## src/rtl/spi_word_pkg.sv

```systemverilog
package spi_word_pkg;

  typedef enum logic [1:0] {
    ST_IDLE,
    ST_GAP,
    ST_SHIFT,
    ST_TAIL
  } spi_state_e;

  localparam logic [3:0] LEN_CODE_MAX = 4'd8;
  localparam logic [4:0] LEN_BASE     = 5'd8;

  function automatic logic len_code_ok(input logic [3:0] code);
    return code <= LEN_CODE_MAX;
  endfunction

  function automatic logic [4:0] len_code_bits(input logic [3:0] code);
    return {1'b0, code} + LEN_BASE;
  endfunction

endpackage

```

## src/rtl/spi_tick_gen.sv

```systemverilog
module spi_tick_gen #(
  parameter int DIV_W = 8
) (
  input  logic             clk,
  input  logic             rst,
  input  logic             clear,
  input  logic [DIV_W-1:0] div,
  output logic             tick
);

  logic [DIV_W-1:0] cnt;

  assign tick = !clear && (cnt == div);

  always_ff @(posedge clk) begin
    if (rst || clear) begin
      cnt <= '0;
    end else if (cnt == div) begin
      cnt <= '0;
    end else begin
      cnt <= cnt + 1'b1;
    end
  end

endmodule

```

## src/rtl/spi_word_shifter.sv

```systemverilog
module spi_word_shifter #(
  parameter int WORD_W = 16,
  parameter int LEN_W  = 5
) (
  input  logic              clk,
  input  logic              rst,
  input  logic              load,
  input  logic [WORD_W-1:0] load_data,
  input  logic [LEN_W-1:0]  load_bits,
  input  logic              advance,
  input  logic              sample,
  input  logic              miso,
  output logic              mosi,
  output logic [WORD_W-1:0] rx_word
);

  localparam int IDX_W = $clog2(WORD_W);

  logic [WORD_W-1:0] tx_sr;
  logic [LEN_W-1:0]  bits_q;
  logic [IDX_W-1:0]  first_idx;
  logic [IDX_W-1:0]  next_idx;

  assign first_idx = IDX_W'(load_bits - LEN_W'(1));
  assign next_idx  = IDX_W'(bits_q - LEN_W'(2));

  always_ff @(posedge clk) begin
    if (rst) begin
      tx_sr   <= '0;
      bits_q  <= '0;
      mosi    <= 1'b0;
      rx_word <= '0;
    end else if (load) begin
      tx_sr   <= load_data;
      bits_q  <= load_bits;
      mosi    <= load_data[first_idx];
      rx_word <= '0;
    end else begin
      if (advance) begin
        tx_sr <= tx_sr << 1;
        mosi  <= tx_sr[next_idx];
      end
      if (sample) begin
        rx_word <= {rx_word[WORD_W-2:0], miso};
      end
    end
  end

endmodule

```

## src/rtl/spi_word_master.sv

```systemverilog
module spi_word_master
  import spi_word_pkg::*;
#(
  parameter int WORD_W = 16,
  parameter int DIV_W  = 8,
  parameter int TGT_W  = 2
) (
  input  logic              clk,
  input  logic              rst,
  input  logic [3:0]        cfg_len_code,
  input  logic              cfg_cpol,
  input  logic              cfg_lead_capture,
  input  logic              cfg_cs_keep,
  input  logic              cfg_cs_pulse,
  input  logic [DIV_W-1:0]  cfg_div,
  input  logic              tx_valid,
  output logic              tx_ready,
  input  logic [WORD_W-1:0] tx_data,
  input  logic [TGT_W-1:0]  tx_target,
  input  logic              tx_last,
  output logic              rx_valid,
  output logic [WORD_W-1:0] rx_data,
  output logic              len_err,
  output logic              busy,
  output logic              spck,
  output logic              mosi,
  input  logic              miso,
  output logic              cs_n
);

  localparam int LEN_W  = $clog2(WORD_W + 1);
  localparam int ECNT_W = LEN_W + 1;

  spi_state_e        state;
  logic              cs_n_q, spck_q, busy_q, ready_q, err_q, rxv_q;
  logic              lead_q, keep_q, pulse_q, last_q;
  logic [LEN_W-1:0]  nbits_q;
  logic [ECNT_W-1:0] ecnt;
  logic [TGT_W-1:0]  held_tgt, tgt_q;

  logic              tick, accept, code_ok, load;
  logic              edge_now, lead_edge, final_edge;
  logic              do_sample, do_advance, release_cs;
  logic [LEN_W-1:0]  nbits_in;
  logic [ECNT_W-1:0] last_ecnt;

  assign accept     = tx_valid && ready_q;
  assign code_ok    = len_code_ok(cfg_len_code);
  assign nbits_in   = LEN_W'(len_code_bits(cfg_len_code));
  assign load       = accept && code_ok;

  assign edge_now   = (state == ST_SHIFT) && tick;
  assign lead_edge  = !ecnt[0];
  assign last_ecnt  = ({1'b0, nbits_q} << 1) - ECNT_W'(1);
  assign final_edge = (ecnt == last_ecnt);
  assign do_sample  = edge_now && (lead_q == lead_edge);
  assign do_advance = edge_now && (lead_q != lead_edge) &&
                      !(lead_edge ? (ecnt == '0) : final_edge);
  assign release_cs = pulse_q || (last_q && !keep_q);

  spi_tick_gen #(.DIV_W(DIV_W)) u_tick (
    .clk   (clk),
    .rst   (rst),
    .clear (state == ST_IDLE),
    .div   (cfg_div),
    .tick  (tick)
  );

  spi_word_shifter #(.WORD_W(WORD_W), .LEN_W(LEN_W)) u_shift (
    .clk       (clk),
    .rst       (rst),
    .load      (load),
    .load_data (tx_data),
    .load_bits (nbits_in),
    .advance   (do_advance),
    .sample    (do_sample),
    .miso      (miso),
    .mosi      (mosi),
    .rx_word   (rx_data)
  );

  always_ff @(posedge clk) begin
    if (rst) begin
      state    <= ST_IDLE;
      cs_n_q   <= 1'b1;
      spck_q   <= cfg_cpol;
      busy_q   <= 1'b0;
      ready_q  <= 1'b1;
      err_q    <= 1'b0;
      rxv_q    <= 1'b0;
      lead_q   <= 1'b0;
      keep_q   <= 1'b0;
      pulse_q  <= 1'b0;
      last_q   <= 1'b0;
      nbits_q  <= '0;
      ecnt     <= '0;
      held_tgt <= '0;
      tgt_q    <= '0;
    end else begin
      err_q <= 1'b0;
      rxv_q <= 1'b0;
      case (state)
        ST_IDLE: begin
          spck_q <= cfg_cpol;
          if (accept) begin
            if (!code_ok) begin
              err_q <= 1'b1;
            end else begin
              ready_q <= 1'b0;
              lead_q  <= cfg_lead_capture;
              keep_q  <= cfg_cs_keep;
              pulse_q <= cfg_cs_pulse;
              last_q  <= tx_last;
              nbits_q <= nbits_in;
              tgt_q   <= tx_target;
              ecnt    <= '0;
              if (!cs_n_q && (tx_target != held_tgt)) begin
                cs_n_q <= 1'b1;
                state  <= ST_GAP;
              end else begin
                cs_n_q   <= 1'b0;
                busy_q   <= 1'b1;
                held_tgt <= tx_target;
                state    <= ST_SHIFT;
              end
            end
          end
        end
        ST_GAP: begin
          if (tick) begin
            cs_n_q   <= 1'b0;
            busy_q   <= 1'b1;
            held_tgt <= tgt_q;
            state    <= ST_SHIFT;
          end
        end
        ST_SHIFT: begin
          if (tick) begin
            spck_q <= ~spck_q;
            ecnt   <= ecnt + 1'b1;
            if (final_edge) begin
              busy_q <= 1'b0;
              rxv_q  <= 1'b1;
              if (release_cs) begin
                cs_n_q <= 1'b1;
                state  <= ST_TAIL;
              end else begin
                ready_q <= 1'b1;
                state   <= ST_IDLE;
              end
            end
          end
        end
        ST_TAIL: begin
          if (tick) begin
            ready_q <= 1'b1;
            state   <= ST_IDLE;
          end
        end
        default: state <= ST_IDLE;
      endcase
    end
  end

  assign tx_ready = ready_q;
  assign rx_valid = rxv_q;
  assign len_err  = err_q;
  assign busy     = busy_q;
  assign spck     = spck_q;
  assign cs_n     = cs_n_q;

endmodule

```

## config.mk

```make
export PLATFORM = sky130hd
export DESIGN_NAME = spi_word_master
export DESIGN_NICKNAME = d
export VERILOG_FILES = /design/src/rtl/spi_word_pkg.sv /design/src/rtl/spi_tick_gen.sv /design/src/rtl/spi_word_shifter.sv /design/src/rtl/spi_word_master.sv
export SDC_FILE = /design/constraint.sdc
export NUM_CORES = 1
export LEC_CHECK = 0
export BUFFER_PORTS_ARGS = -buffer_cell sky130_fd_sc_hd__buf_4
export CORE_ASPECT_RATIO = 1.2
export CORE_MARGIN = 5
export CORE_UTILIZATION = 30
export CTS_BUF_LIST = sky130_fd_sc_hd__clkbuf_4 sky130_fd_sc_hd__clkbuf_8
export DETAILED_ROUTE_END_ITERATION = 8
export PLACE_DENSITY = 0.51
export SETUP_SLACK_MARGIN = 0.4
export SKIP_CTS_REPAIR_TIMING = 1
export SYNTH_ARGS = -nofsm -noshare
export SYNTH_HDL_FRONTEND = slang
export SYNTH_SLANG_ARGS = --single-unit
```

## constraint.sdc

```tcl
create_clock -name clk -period 2.2 [get_ports clk]
set_clock_uncertainty 0.2 [all_clocks]
set_input_delay 0.11 -clock clk [delete_from_list [all_inputs] [get_ports clk]]
set_output_delay 0.11 -clock clk [all_outputs]
set_load 0.01 [all_outputs]
```

---- Word-level counts from Yosys, hierarchy flattened ----
Index checks and enable logic that the tools add are counted.
Widths: inputs -> output; s select.
cells by class
  bitwise gates (word level) .............. 5
  add/sub/neg operators ................... 6
  $lt $le $gt $ge ......................... 3
  reduce and logical (&&, ||, !) cells .... 36
  mux-type cells .......................... 53
  equal/unequal tests ..................... 18
operators with widths
  operator             number
  $mux 16              2
  $mux 1               27
  $mux 2               12
  $reduce_and 7->1     3
  $mux 6               3
  $ne 2x2->1 const B   9
  $pmux 6 s2           1
  $lt 4x5->1 const B   2
  $logic_and 1x1->1    9
  $pmux 1 s3           3
  $reduce_bool 3->1    3
  $add 8x1->8 const B  1
  $bmux 1 s4           2
  $eq 8x8->1           1
  $pmux 2 s4           1
  $add 6x1->6 const B  1
  $eq 6x6->1           1
  $logic_not 6->1      1
  $reduce_and 6->1     1
  $reduce_bool 2->1    3
  $reduce_or 3->1      2
  $sub 6x1->6 const B  1
  $add 4x4->5 const B  1
  $logic_not 1->1      5
  other kinds (19)     26
storage, ports and cells
  flip-flop bits (word level) ............. 72

---- Depth between registers and ports, before layout ----
Gate-level depths: netlist (run 1).
  depth in word-level cells ............... 8
  gate-level depth with buffers ........... 10
  mapped depth without buffers ............ 8

---- Cells and area by module ----
From an unflattened synthesis (run 1), not the netlist that was laid out.
unflattened totals
  cell total of the unflattened synthesis .. 423
  area, all modules ....................... 3883.7 µm²
by module, submodules not included
  module            cells an instance  area an instance (µm²)  sequential area each (µm²)  times used
  spi_word_shifter  188                1835.5                  740.7                       1
  spi_word_master   188                1569.0                  550.5                       1
  spi_tick_gen      47                 479.2                   160.2                       1

---- Worst setup path before layout (run 1) ----
No wires, ideal clock.
  kind .................................... in2reg
  start ................................... in cfg_len_code[0]
  end ..................................... reg u_shift.mosi
  path buffers ............................ 1
  stages .................................. 8
  path slack .............................. -0.064 ns
  setup time .............................. 0.122 ns
  arrival ................................. 1.942 ns
  path through ............................ clkbuf_1 > inv_1 > ha_1 > mux4_2 > mux2_2 > o21ai_0 > a21oi_1 > o311a_1
between the ends
  cells in the longest elaborated chain, start to end .. 5
ends and longest elaborated chain
  item                          line                    RTL
  start, declared               spi_word_master.sv:10   input logic [3:0] cfg_len_code,
  $add 4x4->5                   spi_word_pkg.sv:18      return {1'b0, code} + LEN_BASE;
  $sub 4x1->4                   spi_word_shifter.sv:24  assign first_idx = IDX_W'(load_bits - LEN_W'(1));
  $bmux 1 s4                    spi_word_shifter.sv:36  mosi <= load_data[first_idx];
  $mux 1 (not written as such)  spi_word_shifter.sv:36
  $mux 1                        spi_word_shifter.sv:33  end else if (load) begin
  end signal, assigned          spi_word_shifter.sv:36
  end signal, assigned          spi_word_shifter.sv:41  mosi <= tx_sr[next_idx];
  end, declared                 spi_word_shifter.sv:13  output logic mosi,
Several ways; a longest one is shown, not always the timed one. The select of a mux whose other input is x is not followed.
A chain may end at the register's enable or synchronous reset.

---- Final worst setup path (run 1) ----
  start ................................... reg nbits_q[0]
  end ..................................... reg u_shift.tx_sr[8]
between the ends
  cells in the longest elaborated chain, start to end .. 6
ends and longest elaborated chain
  item                                line                    RTL
  start, declared                     spi_word_master.sv:37   logic [LEN_W-1:0] nbits_q;
  start signal, assigned              spi_word_master.sv:114  nbits_q <= nbits_in;
  $sub 6x1->6                         spi_word_master.sv:54   assign last_ecnt = ({1'b0, nbits_q} << 1) - ECNT_W'(1);
  $eq 6x6->1                          spi_word_master.sv:55   assign final_edge = (ecnt == last_ecnt);
  $mux 1                              spi_word_master.sv:58   !(lead_edge ? (ecnt == '0) : final_edge);
  $logic_not 1->1                     spi_word_master.sv:58
  $logic_and 1x1->1                   spi_word_master.sv:57   assign do_advance = edge_now && (lead_q != lead_edge) &&
  $reduce_bool 2->1 (no source line)  -
  end signal, assigned                spi_word_shifter.sv:34  tx_sr <= load_data;
  end signal, assigned                spi_word_shifter.sv:40  tx_sr <= tx_sr << 1;
  end, declared                       spi_word_shifter.sv:19  logic [WORD_W-1:0] tx_sr;
Every way passes these cells.

==> results of run 1 <==
## stage by stage
step / setup WS [ns] / instances / instance area (µm²)
floorplan: 0.0978 / 405 / 3860
global placement: 0.0267 / 623 / 4560
detailed placement: -0.0252 / 623 / 4560
CTS: -0.0618 / 639 / 4810
global route: -0.0830 / 690 / 5520
finish: 0.0192 / 690 / 5520
## layout make-up
class / count / area [µm²] / area share
Clock buffer: 10 / 131 / 0.0238
Timing Repair Buffer: 130 / 1160 / 0.211
Tap cell: 161 / 201 / 0.0365
Multi-Input combinational cell: 294 / 2360 / 0.427
Inverter: 17 / 76.3 / 0.0138
Sequential cell: 72 / 1470 / 0.267
Clock inverter: 6 / 115 / 0.0209
## power breakdown
group | switching [W] | internal [W] | total (W)
Clock | 0.000529 | 0.000774 | 0.00130
Sequential | 0.000137 | 0.00146 | 0.00160
Combinational | 0.000786 | 0.000793 | 0.00158
Total | 0.00145 | 0.00303 | 0.00448
## cells in the mapped netlist, types with 7 or more instances
cell,n
mux4_2,8
clkbuf_1,16
nand3_1,7
xor2_1,12
dfxtp_1,71
nand2_1,35
nor2_1,55
a211oi_1,19
mux2i_1,37
xnor2_1,17
inv_1,17
ha_1,11
a21oi_1,30
## path summary, 6_finish.rpt
check | start | end | slack, ns | depth (start not counted)
setup / recovery | nbits_q[0] | u_shift.tx_sr[8] | 0.02 | 10
hold / removal | tx_target[1] | held_tgt[1] | -0.02 | 3
setup reg to reg | nbits_q[0] | u_shift.tx_sr[8] | 0.02 | 10
hold reg to reg | tgt_q[1] | tgt_q[1] | 0.26 | 2
## routing by layer
| metal | vias up | global-route usage | wire length [µm] |
|---|---|---|---|
| met5 | - | 0 | 0 |
| met4 | 0 | 0.0527 | 96 |
| met3 | 8 | 0.0220 | 570 |
| met2 | 97 | 0.210 | 5010 |
| met1 | 1549 | 0.162 | 4350 |
| li1 | 1672 | - | - |
## state kept, by name, indices dropped and copies added, names as in the netlist, 2 cells and up
name	count
ecnt	6
held_tgt	2
nbits_q	5
state	2
tgt_q	2
u_shift.bits_q	4
u_shift.rx_word	16
u_shift.tx_sr	16
u_tick.cnt	8
## cell families after synthesis
logic type	count (synthesis)
simple gates	127
compound gates	80
flops	72
mux	47
buf+inv	39
xor+xnor	29
fa+ha+maj	11
## critical path: stages, from the launching register on
cell      delay, ns
dfxtp_2        0.37
inv_2          0.05
ha_4           0.23
xnor2_1        0.17
nor4_2         0.07
buf_4          0.15
a211oi_4       0.20
buf_6          0.17
buf_12         0.13
mux2i_2        0.22
a211oi_2       0.08
==> results by group, run 1 <==
CTS
  • CTS Root Buffer Type: clkbuf_8
  • Sink Count: 72
  • CTS tree: built
  • Worst-Skew Late Latency: 0.35 ns
  • Max H-tree Level: 3
  • TritonCTS Buffers: 9
  • Clock slew at reported path FFs: 0.08 ns
  • Clock Path Buffers: 2

Detailed routing
  • Drt pass-1 iters: 5
  • Vias per cell: 4.82
  • DR WL/cell: 14.5 µm
  • Final ANT Viol Nets: 0
  • DRC viols: 0
  • Routed Wire Length: 10.0 mm
  • Violation count after the first detailed-routing iteration: 182
  • Vias post-DR: 3326

Run
  • Max cap viols: 0

Pwr
  • Peak supply drop: 0.328 mV
  • Leak: 2.25 nW
  • Power, Total: 0.00448 W
  • Power Dens Cells: 812 nW/µm²

Synthesis
  • Area of the mapped netlist: 3710 µm²
  • Number of flops mapped to enable cells by yosys: 1
  • Number of synthesis warnings: 0
  • Area leader, netlist: dfxtp_1
  • Post-synthesis adder-cell area fraction: 0.0371
  • Cell count after synthesis: 405
  • Post-synthesis sequential area ratio: 0.391
  • Main synth FF type: dfxtp_1
  • Synth Area in Simple Gates: 0.156
  • Async S/R FF share, synth: 0
  • Synthesized Nets: 455
  • Largest family of logic cells by synthesized area: simple AND/OR/NAND/NOR gates
  • Post-synthesis mux area share: 0.154
  • Seq cells post-synth: 72
  • XOR/XNOR share of the synthesized area: 0.0684
  • Synth cell types: 51
  • Post-synth top area share: 0.383
  • Compound-Gate Fraction of Synth Area: 0.147
  • Synth top area cells: dfxtp_1, mux2i_1, nor2_1
  • Syn_area_per_cell: 9.17 µm²

Status
  • Failing checks: negative hold slack
  • Status: complete, but fails checks

Global routing
  • GRT Overall Usage: 0.127
  • GR Overflow Total: 0
  • First-pass GRT wire length: 15.4 mm
  • Number of global-route vias before repair: 3180
  • Number of antenna violations at the first check in global routing: 0
  • Largest net degree at the start of global routing: 53

Worst setup path
  • CP startpoint kind: flop
  • Critical path data arrival time: 2.20 ns
  • Critical path endpoint category: flop
  • Worst Path Max Fanout: 5
  • Kind of critical path: flop to flop
  • WP data required: 2.22 ns

Cells and area
  • Commonest non-fill, non-tap cell in the layout: buf_4
  • Antenna cells: 0
  • Layout Nets: 574
  • Share of layout cells above drive strength 1: 0.352
  • Commonest non-fill, non-tap cells in the layout: buf_4, dfxtp_1, nor2_1, mux2i_1, nand2_1
  • Share of the core filled with cells: 0.456
  • Layout Area Growth over Synthesis: 48.7%
  • Filler cells: 1176

Timing
  • Slew at the pin with the worst max-slew slack: 0.570 ns
  • Max-slew violations: 0
  • Slew margin rel.: 0.620
  • Final setup viols: 0
  • RSZ-0062 raised after global routing: yes
  • Final hold vios: 2
  • FMAX: 0.459 GHz
  • Final period util: 0.991
  • Minimum clock period: 2.18 ns
  • Worst-case hold slack: -0.0217 ns
  • Final setup TNS: 0 ns

Die
  • Die W: 112 µm
  • # IOs: 62
  • Total die area: 14700 µm²
  • Die Height: 132 µm
  • Core ar.: 12100 µm²
  • Row Count: 44
  • Initial Util: 0.307

Place
  • Port bufs: 61
  • Routability cong.: 0.790
  • DP HPWL: 6.81 mm

Hold path
  • HP Class: primary input to flop
Power figures use the tool's default switching activity.
==> inputs of run 2 (changes only) <==
--- a/config.mk
+++ b/config.mk
@@ -11,7 +11,7 @@
 export CORE_UTILIZATION = 30
 export CTS_BUF_LIST = sky130_fd_sc_hd__clkbuf_4 sky130_fd_sc_hd__clkbuf_8
 export DETAILED_ROUTE_END_ITERATION = 8
-export PLACE_DENSITY = 0.51
+export PLACE_DENSITY = 0.49
 export SETUP_SLACK_MARGIN = 0.4
 export SKIP_CTS_REPAIR_TIMING = 1
 export SYNTH_ARGS = -nofsm -noshare
==> constraint.sdc (replaced) <==
create_clock -name clk -period 2.6 [get_ports clk]
set_clock_uncertainty 0.2 [all_clocks]
set_input_delay 0.13 -clock clk [delete_from_list [all_inputs] [get_ports clk]]
set_output_delay 0.13 -clock clk [all_outputs]
set_load 0.01 [all_outputs]
==> run 2 against run 1 <==
The run now ends clean. Worst hold slack gained 0.082 ns. Non-clock buffer count shrank 27. Global-route usage shrank 0.45 points. Clock power shrank 30%. Count of clock-buffer cells in the layout grew 1. Core utilization shrank 3.5 points. Routed wire length shrank 4.3%. Critical path type unchanged. Combinational power shrank 30%. First-iteration DRC count shrank 13%. Total power shrank 25%. Register-to-register slack gained 0.39 ns. Sequential power shrank 16%.
==> results by group, run 2 (synthesized netlist as in run 1, its figures left out) <==
Hold path
  • Hold path start: rst
  • HP Class: primary input to flop

Die
  • Row Count: 44 (unchanged)
  • # IOs: 62 (unchanged)
  • Total die area: 14700 µm² (unchanged)
  • Die Height: 132 µm (unchanged)
  • Die W: 112 µm (unchanged)
  • Initial Util: 0.307 (unchanged)
  • Core ar.: 12100 µm² (unchanged)

Run
  • Max cap viols: 0 (unchanged)

Cells and area
  • Layout Area Growth over Synthesis: 37.2%
  • Commonest non-fill, non-tap cell in the layout: buf_4
  • Antenna cells: 0 (unchanged)
  • Layout Nets: 547 (-4.7%)
  • Commonest non-fill, non-tap cells in the layout: buf_4, dfxtp_1, nor2_1, nand2_1, mux2i_1
  • Filler cells: 1222 (+3.9%)
  • Share of the core filled with cells: 0.421 (-0.0351)
  • Largest registers: u_shift.rx_word: 16 flops, u_shift.tx_sr: 16 flops, u_tick.cnt: 8 flops
  • Share of layout cells above drive strength 1: 0.287 (-0.0648)

Worst setup path
  • WP data required: 2.68 ns (+0.46 ns)
  • Kind of critical path: flop to flop
  • Reg-to-reg startpoint: u_tick.cnt[0]
  • Critical path endpoint category: flop
  • Critical path data arrival time: 2.27 ns (+0.07 ns)
  • CP Launch Point: u_tick.cnt[0]
  • Critical Path Max Stage Delay: 0.42 ns (+0.05 ns)
  • Worst Path Max Fanout: 6 (+1)
  • Cells along the critical path: xnor2_2 -> nand4_1 -> nor3_4 -> buf_6 -> a21oi_1 -> or4_1 -> a21oi_1
  • CP most frequent cell: a21oi_1
  • CP startpoint kind: flop
  • Slowest-stage cell, CP: or4_1

Global routing
  • Number of antenna violations at the first check in global routing: 0 (unchanged)
  • GR Overflow Total: 0 (unchanged)
  • First-pass GRT wire length: 14.8 mm (-4.3%)
  • Largest net degree at the start of global routing: 53 (unchanged)
  • Number of global-route vias before repair: 3037 (-4.5%)
  • GRT Overall Usage: 0.122 (-0.00450)

Timing
  • Final hold vios: 0 (-2)
  • FMAX: 0.456 GHz (-0.65%)
  • RSZ-0062 raised after global routing: yes
  • Final setup TNS: 0 ns (unchanged)
  • Slew margin rel.: 0.605 (-0.0149)
  • Final period util: 0.844 (-0.147)
  • Minimum clock period: 2.20 ns (+0.0142 ns)
  • Max-slew violations: 0 (unchanged)
  • PnR worst setup slack: 0.405 ns (+0.386 ns)
  • Final setup viols: 0 (unchanged)
  • Slew at the pin with the worst max-slew slack: 0.592 ns (+0.0224 ns)

Detailed routing
  • Violation count after the first detailed-routing iteration: 159 (-13%)
  • DRC viols: 0 (unchanged)
  • DR WL/cell: 14.5 µm (-0.43%)
  • Drt pass-1 iters: 4 (-1)
  • Vias post-DR: 3204 (-3.7%)
  • Vias per cell: 4.83 (+0.25%)
  • Final ANT Viol Nets: 0 (unchanged)
  • Routed Wire Length: 9.59 mm (-4.3%)

Place
  • Routability cong.: 0.756 (-4.3%)
  • Post-Place Worst Slack: 0.110 ns (+0.135 ns)
  • Port bufs: 61 (unchanged)
  • DP HPWL: 6.70 mm (-1.7%)

Pwr
  • Peak supply drop: 0.270 mV (-18%)
  • Power Dens Cells: 658 nW/µm² (-19%)
  • Power, Total: 0.00335 W (-25%)
  • Leak: 2.06 nW (-8.5%)

CTS
  • Max H-tree Level: 3 (unchanged)
  • CTS Root Buffer Type: clkbuf_8
  • Sink Count: 72 (unchanged)
  • Worst-Skew Late Latency: 0.35 ns (about the same)
  • Clock Path Buffers: 2 (unchanged)
  • Clock slew at reported path FFs: 0.07 ns (about the same)
  • CTS tree: built
  • TritonCTS Buffers: 9 (unchanged)

Status
  • Status: finished clean
==> run 2: area by class of cell <==
| type | instances | area (µm²) | share of cell area |
|---|---|---|---|
| timing repair buffer | 103 | 881 | 0.173 |
| sequential | 72 | 1470 | 0.288 |
| tap | 161 | 201 | 0.0395 |
| clock buffer | 11 | 151 | 0.0297 |
| multi-input combinational | 294 | 2270 | 0.446 |
| clock inverter | 5 | 53.8 | 0.0106 |
| inverter | 17 | 63.8 | 0.0125 |
==> run 2: power by group <==
group	total, W	switching, W	internal (W)
logic	0.00110	0.000589	0.000510
clock network	0.000910	0.000418	0.000493
registers	0.00135	0.000113	0.00123
total	0.00335	0.00112	0.00224
==> run 2: worst paths after layout <==
path,end,slack [ns],depth (start not counted)
min,u_shift.bits_q[3],0.06,2
max,busy,0.40,7
max reg2reg,busy,0.40,7
min reg2reg,tgt_q[0],0.25,2
==> run 2: layer usage <==
| metal | vias to the layer above | track usage | wire, µm |
|---|---|---|---|
| met3 | 14 | 0.0354 | 527 |
| met1 | 1481 | 0.154 | 4290 |
| li1 | 1620 | - | - |
| met4 | 0 | 0.0487 | 142 |
| met5 | - | 0 | 0 |
| met2 | 89 | 0.196 | 4620 |
==> run 2: worst max-delay path: cells and delay by family, from the launching register on <==
| kind | cells | cell delay [ns] |
|---|---|---|
| and+or+nand+nor | 3 | 1.02 |
| buffers and inverters | 1 | 0.15 |
| AOI/OAI and AO/OA | 2 | 0.21 |
| xor gates and xnor gates | 1 | 0.20 |
| DFF | 1 | 0.36 |
==> run 2: per-stage QoR <==
stage          instance area (µm²)  std cells  hold slack [ns]
5_1_grt                       5090        663           0.0702
6_report                      5090        663           0.0602
4_1_cts                       4540        628           -0.202
3_5_place_dp                  4330        612            0.173
2_1_floorplan                 3720        405           0.0660
3_3_place_gp                  4330        612            0.169
